$ cat config.mk
export PLATFORM = sky130hd
export DESIGN_NAME = fpa_addi_unit
export DESIGN_NICKNAME = d
export VERILOG_FILES = /design/src/rtl/fpa_pkg.sv /design/src/rtl/fpa_decode.sv /design/src/rtl/fpa_regfile.sv /design/src/rtl/fpa_add32.sv /design/src/rtl/fpa_addi_unit.sv
export SDC_FILE = /design/constraint.sdc
export NUM_CORES = 1
export LEC_CHECK = 0
export ABC_AREA = 1
export ABC_CLOCK_PERIOD_IN_PS = 26900
export CORE_MARGIN = 2
export CORE_UTILIZATION = 38
export DETAILED_ROUTE_END_ITERATION = 10
export GPL_TIMING_DRIVEN = 1
export MAX_ROUTING_LAYER = met4
export PLACE_DENSITY_LB_ADDON = 0.05
export SLEW_MARGIN = 25
export SYNTH_ARGS = -nofsm -noshare
export SYNTH_HDL_FRONTEND = slang
export SYNTH_SLANG_ARGS = --single-unit
$ cat constraint.sdc
create_clock -name clk -period 26.9 [get_ports clk]
set_clock_uncertainty 0.2 [all_clocks]
set_input_delay 4.035 -clock clk [delete_from_list [all_inputs] [get_ports clk]]
set_output_delay 4.035 -clock clk [all_outputs]
set_load 0.01 [all_outputs]
$ cat src/rtl/fpa_pkg.sv
package fpa_pkg;

    localparam int SEL_W  = 2;
    localparam int NREG   = 1 << SEL_W;
    localparam int XLEN   = 32;
    localparam int IMM_W  = 16;
    localparam int OPC_W  = XLEN - IMM_W - 2 * SEL_W;
    localparam logic [OPC_W-1:0] OPC_ADDI = 12'h77C;
    localparam logic [XLEN-1:0]  QNAN     = 32'h7FC0_0000;

    typedef struct packed {
        logic        sign;
        logic [7:0]  exp;
        logic [22:0] frac;
    } fp32_t;

    typedef struct packed {
        logic ovf;
        logic unf;
        logic neg;
        logic zero;
        logic test;
    } stat_t;

    typedef struct packed {
        logic             match;
        logic [SEL_W-1:0] src;
        logic [SEL_W-1:0] dst;
        logic [XLEN-1:0]  opb;
    } dec_t;

    function automatic logic [XLEN-1:0] widen_imm(input logic [IMM_W-1:0] imm);
        return {imm, {(XLEN-IMM_W){1'b0}}};
    endfunction

    function automatic logic [4:0] lzc27(input logic [26:0] v);
        logic [4:0] n;
        logic       hit;
        n   = '0;
        hit = 1'b0;
        for (int i = 26; i >= 0; i--) begin
            if (!hit) begin
                if (v[i]) hit = 1'b1;
                else      n   = n + 5'd1;
            end
        end
        return n;
    endfunction

endpackage

$ cat src/rtl/fpa_decode.sv
module fpa_decode
    import fpa_pkg::*;
(
    input  logic [XLEN-1:0] instr_i,
    output dec_t            dec_o
);
    localparam int DST_LO = IMM_W;
    localparam int SRC_LO = IMM_W + SEL_W;
    localparam int OPC_LO = IMM_W + 2 * SEL_W;

    always_comb begin
        dec_o.match = (instr_i[XLEN-1:OPC_LO] == OPC_ADDI);
        dec_o.src   = instr_i[SRC_LO +: SEL_W];
        dec_o.dst   = instr_i[DST_LO +: SEL_W];
        dec_o.opb   = widen_imm(instr_i[IMM_W-1:0]);
    end
endmodule

$ cat src/rtl/fpa_regfile.sv
module fpa_regfile #(
    parameter int N = 4,
    parameter int W = 32,
    localparam int AW = $clog2(N)
) (
    input  logic          clk,
    input  logic          rst,
    input  logic          we_x,
    input  logic [AW-1:0] wa_x,
    input  logic [W-1:0]  wd_x,
    input  logic          we_l,
    input  logic [AW-1:0] wa_l,
    input  logic [W-1:0]  wd_l,
    input  logic [AW-1:0] ra_s,
    output logic [W-1:0]  rd_s,
    input  logic [AW-1:0] ra_d,
    output logic [W-1:0]  rd_d
);
    logic [N-1:0][W-1:0] mem;

    for (genvar g = 0; g < N; g++) begin : g_ent
        always_ff @(posedge clk) begin
            if (rst)
                mem[g] <= '0;
            else if (we_x && wa_x == AW'(g))   // execution result beats preload
                mem[g] <= wd_x;
            else if (we_l && wa_l == AW'(g))
                mem[g] <= wd_l;
        end
    end

    assign rd_s = mem[ra_s];
    assign rd_d = mem[ra_d];

    // with neither write port active, no entry may change
    a_r8_rf_hold: assert property (@(posedge clk) disable iff (rst)
        (!we_x && !we_l) |=> $stable(mem));
endmodule

$ cat src/rtl/fpa_add32.sv
module fpa_add32
    import fpa_pkg::*;
(
    input  logic [XLEN-1:0] a_i,
    input  logic [XLEN-1:0] b_i,
    output logic [XLEN-1:0] sum_o,
    output logic            ovf_o,
    output logic            unf_o
);
    fp32_t             a, b, big, sml;
    logic              a_z, b_z, a_inf, b_inf, a_nan, b_nan;
    logic [7:0]        dexp;
    logic [49:0]       wide;
    logic [26:0]       mbig, msml, nrm;
    logic [27:0]       acc;
    logic [4:0]        lz;
    logic signed [9:0] e;
    logic              rup;
    logic [24:0]       rnd;

    always_comb begin
        a     = a_i;
        b     = b_i;
        a_z   = (a.exp == 8'h00);
        b_z   = (b.exp == 8'h00);
        a_inf = (a.exp == 8'hFF) && (a.frac == '0);
        b_inf = (b.exp == 8'hFF) && (b.frac == '0);
        a_nan = (a.exp == 8'hFF) && (a.frac != '0);
        b_nan = (b.exp == 8'hFF) && (b.frac != '0);

        // order operands by magnitude
        if ({a.exp, a.frac} >= {b.exp, b.frac}) begin
            big = a; sml = b;
        end else begin
            big = b; sml = a;
        end

        // align the smaller operand, keeping guard, round and sticky bits
        dexp = big.exp - sml.exp;
        wide = {1'b1, sml.frac, 26'b0} >> dexp;
        mbig = {1'b1, big.frac, 3'b000};
        msml = {wide[49:24], wide[23] | (|wide[22:0])};
        acc  = (big.sign == sml.sign) ? ({1'b0, mbig} + {1'b0, msml})
                                      : ({1'b0, mbig} - {1'b0, msml});

        // normalise
        e  = $signed({2'b00, big.exp});
        lz = '0;
        if (acc[27]) begin
            nrm = {acc[27:2], acc[1] | acc[0]};
            e   = e + 10'sd1;
        end else begin
            lz  = lzc27(acc[26:0]);
            nrm = acc[26:0] << lz;
            e   = e - $signed({5'b00000, lz});
        end

        // round to nearest, ties to even
        rup = nrm[2] & (nrm[1] | nrm[0] | nrm[3]);
        rnd = {1'b0, nrm[26:3]} + {24'b0, rup};
        if (rnd[24]) begin
            rnd = rnd >> 1;
            e   = e + 10'sd1;
        end

        ovf_o = 1'b0;
        unf_o = 1'b0;
        if (a_nan || b_nan || (a_inf && b_inf && (a.sign != b.sign)))
            sum_o = QNAN;
        else if (a_inf)
            sum_o = a_i;
        else if (b_inf)
            sum_o = b_i;
        else if (a_z && b_z)
            sum_o = {a.sign & b.sign, 31'b0};
        else if (a_z)
            sum_o = b_i;
        else if (b_z)
            sum_o = a_i;
        else if (acc == '0)
            sum_o = '0;
        else if (e >= 10'sd255) begin
            ovf_o = 1'b1;
            sum_o = {big.sign, 8'hFF, 23'b0};
        end else if (e <= 10'sd0) begin
            unf_o = 1'b1;
            sum_o = {big.sign, 31'b0};
        end else
            sum_o = {big.sign, e[7:0], rnd[22:0]};
    end
endmodule

$ cat src/rtl/fpa_addi_unit.sv
module fpa_addi_unit
    import fpa_pkg::*;
(
    input  logic             clk,
    input  logic             rst,
    input  logic             issue_i,
    input  logic [XLEN-1:0]  instr_i,
    input  logic             flag_clr_i,
    input  logic             ld_en_i,
    input  logic [SEL_W-1:0] ld_sel_i,
    input  logic [XLEN-1:0]  ld_data_i,
    input  logic             stat_wr_i,
    input  logic [4:0]       stat_i,
    input  logic [SEL_W-1:0] rd_sel_i,
    output logic [XLEN-1:0]  rd_data_o,
    output logic [4:0]       stat_o,
    output logic             illegal_o
);
    dec_t            dec;
    logic            exec, bad;
    logic [XLEN-1:0] src_val, sum;
    logic            add_ovf, add_unf;
    stat_t           stat_q;
    logic            ill_q;

    fpa_decode u_dec (.instr_i(instr_i), .dec_o(dec));

    assign exec = issue_i &  dec.match;
    assign bad  = issue_i & ~dec.match;

    fpa_regfile #(.N(NREG), .W(XLEN)) u_rf (
        .clk (clk),       .rst (rst),
        .we_x(exec),      .wa_x(dec.dst),  .wd_x(sum),
        .we_l(ld_en_i),   .wa_l(ld_sel_i), .wd_l(ld_data_i),
        .ra_s(dec.src),   .rd_s(src_val),
        .ra_d(rd_sel_i),  .rd_d(rd_data_o)
    );

    fpa_add32 u_add (
        .a_i(src_val), .b_i(dec.opb),
        .sum_o(sum), .ovf_o(add_ovf), .unf_o(add_unf)
    );

    always_ff @(posedge clk) begin
        if (rst) begin
            stat_q <= '0;
            ill_q  <= 1'b0;
        end else begin
            ill_q <= bad;
            if (stat_wr_i)
                stat_q <= stat_t'(stat_i);
            else begin
                stat_q.ovf <= (stat_q.ovf & ~flag_clr_i) | (exec & add_ovf);
                stat_q.unf <= (stat_q.unf & ~flag_clr_i) | (exec & add_unf);
            end
        end
    end

    assign stat_o    = stat_q;
    assign illegal_o = ill_q;

    // a set sticky flag survives unless cleared or reloaded
    a_r6_sticky_ovf: assert property (@(posedge clk) disable iff (rst)
        (stat_q.ovf && !flag_clr_i && !stat_wr_i) |=> stat_q.ovf);
    a_r6_sticky_unf: assert property (@(posedge clk) disable iff (rst)
        (stat_q.unf && !flag_clr_i && !stat_wr_i) |=> stat_q.unf);
    // clearing with no new event leaves the flags low
    a_r6_clear: assert property (@(posedge clk) disable iff (rst)
        (flag_clr_i && !stat_wr_i && !exec) |=> (!stat_q.ovf && !stat_q.unf));
    // the instruction never touches the negative/zero/test bits
    a_r7_nzt_stable: assert property (@(posedge clk) disable iff (rst)
        !stat_wr_i |=> $stable(stat_o[2:0]));
    // a mismatched issue pulses illegal and leaves status alone
    a_r8_illegal: assert property (@(posedge clk) disable iff (rst)
        (bad && !stat_wr_i && !flag_clr_i) |=> (illegal_o && $stable(stat_o)));
    // an overflowing add produces an infinity
    a_r4_ovf_inf: assert property (@(posedge clk) disable iff (rst)
        add_ovf |-> (sum[30:0] == 31'h7F80_0000));
    // a flushed result is a zero
    a_r5_unf_zero: assert property (@(posedge clk) disable iff (rst)
        add_unf |-> (sum[30:0] == 31'h0));
endmodule

==> summary.md <==
| Metric | Value |
|---|---|
| Sequential Area | `0.002683 sq mm` |
| Later-pin clock latency in the skew report | `0.43 ns` |
| Max-cap violations | `0` |
| Area occupied by multi-input gates | `0.01688 sq mm` |
| Mapped Cells | `4054` |
| Global-route wire length before repair | `143800 um` |
| Mapped cell area | `0.02259 sq mm` |
| CP top delay family | `simple AND/OR/NAND/NOR gates` |
| Async set-reset flop share out of synthesis | `0%` |
| Initial Util | `38.36%` |
| CTS tree | `done` |
| Share of cells above drive strength 1 | `9.613%` |
| Layout Nets | `4274` |
| Clock power frac | `15.0%` |
| Largest net degree at the start of global routing | `66` |
| Sequential share of the synthesized area | `11.87%` |
| Yosys top cell by area | `nand2_1` |
| CP Data Required Time | `27.06 ns` |
| Worst Hold End | `u_rf.mem[45]$_SDFFE_PP0P_` |
| Final core utilization | `42.52%` |
| Synthesized Nets | `4232` |
| Die ar. | `0.06142 sq mm` |
| Hold depth | `2` |
| Final Cycle Share | `93.18%` |
| Hold Crit Class | `flop to flop` |
| Comb power frac | `72.7%` |
| Sequential Power Share | `12.4%` |
| Clk buf depth | `2` |
| Post-synth EDFFs | `0` |
| Most frequent CP cell | `nand2_1` |
| Critical path class | `input port to flop` |
| Area added between synthesis and finish | `10.86%` |
| Via/cell ratio | `5.546` |
| Initial antenna violation count | `0` |
| Port bufs | `116` |
| Synth cell count leaders | `1135 x nand2_1, 442 x inv_1, 425 x nand3_1` |
| Worst reg2reg path startpoint | `u_rf.mem[62]$_SDFFE_PP0P_` |
| Overflow after GRT | `0` |
| Clk root buf | `clkbuf_16` |
| Post-synth top flop | `dfxtp_1` |
| Top post-synthesis cells by area | `nand2_1 19%, dfxtp_1 12%, nand3_1 9.4%, inv_1 7.3%, o21ai_0 7.0%` |
| Detailed-route via count | `27080` |
| Endpoint class of the critical path | `flop` |
| Total power per unit cell area | `68.21 mW/mm^2` |
| Die H | `247.8 um` |
| Total Wirelength | `94900 um` |
| Diodes inserted | `0` |
| CP max FO | `22` |
| Wire per inst | `19.44 um` |
| CP bufs+invs | `23` |
| Worst-path clk slew | `0.06 ns` |
| Post-route DRC | `0` |
| Count of cell types in the netlist | `74` |
| Sw Pwr | `0.0009785 W` |
| Count leader, synth | `nand2_1` |
| Crit path max-delay cell type | `ha_2` |
| Flops & latches, synth | `134` |
| Warnings, synthesis | `0` |
| Share of the synthesized area in the top cell type | `18.86%` |
| Core Region | `0.05891 sq mm` |
| Levels on crit path | `157` |
| Sw Ratio | `57.27%` |
| Number of fill cells | `6671` |
| Worst R2R End | `u_rf.mem[15]$_SDFFE_PP0P_` |
| FF-to-FF setup slack | `5.51 ns` |
| Top-level I/O count | `117` |
| R2r worst-path depth | `155` |
| CTS Buf Count | `17` |
| Hold wc startpoint | `u_rf.mem[45]$_SDFFE_PP0P_` |
| Slew HR | `25.88%` |
| Min cycle time layout | `25.07 ns` |
| Avg Inst Size Synth | `5.573 sq um` |
| P_leak | `11.92 nW` |
| Global Route Usage Sum | `30.61%` |
| Slew Viols, Final | `0` |
| Max Clk Rate | `39.89 MHz` |
| Least-Margin Pin Slew | `1.100 ns` |
| Final Hold Viols | `0` |
| Final setup viols | `0` |
| Setup tns final | `0 ns` |
| Status | `finished clean` |
| CP max stage delay | `0.36 ns` |
| Vias in the first global route | `25150` |
| Clock sinks | `134` |
| Peak supply drop | `0.03806 mV` |
| Die X | `247.8 um` |
| Int Pwr | `0.0007301 W` |
| # rows | `89` |
| Dpl hpwl | `71010 um` |
| H-tree depth | `4` |
| Startpoint types | `input port` |
| Placer Congestion | `0.9790` |
| Worst EP arrival | `25.22 ns` |
| Post-route ant nets | `0` |
| Drt first pass iters | `6` |
| Hold Slack | `0.2836 ns` |
| Iter 0 DRT Violations | `2359` |
==> worst max-delay path by stage <==
stage	startpoint	endpoint
6_report	instr_i[19]	u_rf.mem[15]$_SDFFE_PP0P_
3_5_place_dp	instr_i[19]	u_rf.mem[87]$_SDFFE_PP0P_
4_1_cts	instr_i[19]	u_rf.mem[87]$_SDFFE_PP0P_
5_1_grt	instr_i[19]	u_rf.mem[8]$_SDFFE_PP0P_
2_1_floorplan	instr_i[19]	u_rf.mem[5]$_SDFFE_PP0P_
3_3_place_gp	instr_i[19]	u_rf.mem[87]$_SDFFE_PP0P_
==> power by group through the flow <==
stage          Combinational (W)  Sequential (W)  Clock, W
6_report                 0.00124        0.000211  0.000256
4_1_cts                  0.00119        0.000211  0.000258
3_5_place_dp             0.00119        0.000215         0
3_3_place_gp             0.00120        0.000215         0
2_1_floorplan           0.000839        0.000214         0
5_1_grt                  0.00136        0.000212  0.000266
==> flip-flops by register name, summed over array words and instances, names as in the netlist <==
name and count:
illegal_o 1, stat_o 5, u_rf.mem 128
==> tightest hold or removal path: stages, from the launching register on <==
cell	delay, ns
dfxtp_1	0.32
nand2_1	0.06
a21oi_1	0.05
==> through the flow <==
stage                     power [W]  setup slack (ns)  area (sq um)  cells
final                      0.001709             1.834         25050   4882
after global routing       0.001840         -0.008978         25050   4882
after CTS                  0.001662            0.9163         24680   4862
after detailed placement   0.001403            0.5429         24050   4830
after global placement     0.001416            0.7627         24050   4830
after floorplan            0.001052             3.152         22590   4054
==> layout by cell type, fill, tap and decap left out, types with 27 or more instances in the layout <==
master | netlist | routed
xor2_1 | 36 | 35
nand2_2 | 68 | 68
o22ai_1 | 45 | 44
nand2_1 | 1135 | 1132
inv_1 | 442 | 441
nor3_1 | 39 | 35
buf_4 | 31 | 85
dfxtp_1 | 134 | 134
nor2_1 | 382 | 380
o21ai_0 | 314 | 308
ha_1 | 97 | 94
nand3_1 | 425 | 422
o21ai_1 | 69 | 74
a21oi_1 | 230 | 229
nand4_1 | 95 | 95
a31oi_1 | 27 | 27
nand3_2 | 27 | 31
clkdlybuf4s50_1 | 0 | 112
==> cell families after synthesis <==
logic type               share of synthesized area (%)
multiplexers                                   0.04430
adder cells (fa/ha/maj)                          5.549
AND/OR/NAND/NOR                                  46.17
AO/OA/AOI/OAI                                    19.95
XOR/XNOR                                         2.121
buffers and inverters                            14.29
flip-flops                                       11.87
==> layout make-up <==
cell class                      count  share of cell area (%)
Clock inverter                     13                  0.7093
Timing Repair inverter              2                 0.06993
Tap cell                          773                   3.861
Sequential cell                   134                   10.71
Multi-Input combinational cell   3244                   67.38
Inverter                          489                   7.643
Timing Repair Buffer              208                   7.823
Clock buffer                       19                   1.808
==> repair_timing <==
action	4_1_cts	5_1_grt
setup buffers	0	12
resized for setup	0	46
hold buffers	0	0
setup endpoints to repair	0	126
endpoints found under the hold margin	0	0
==> per-layer routing <==
layer	GRT usage [%]	share of wire, %	vias up
li1	-	-	13480
met1	37.98	42	12230
met2	50.94	47	1144
met3	2.660	6.0	221
met4	12.68	4.6	0
met5	-	0	-
No activity file was read; power rests on OpenSTA's default activity.
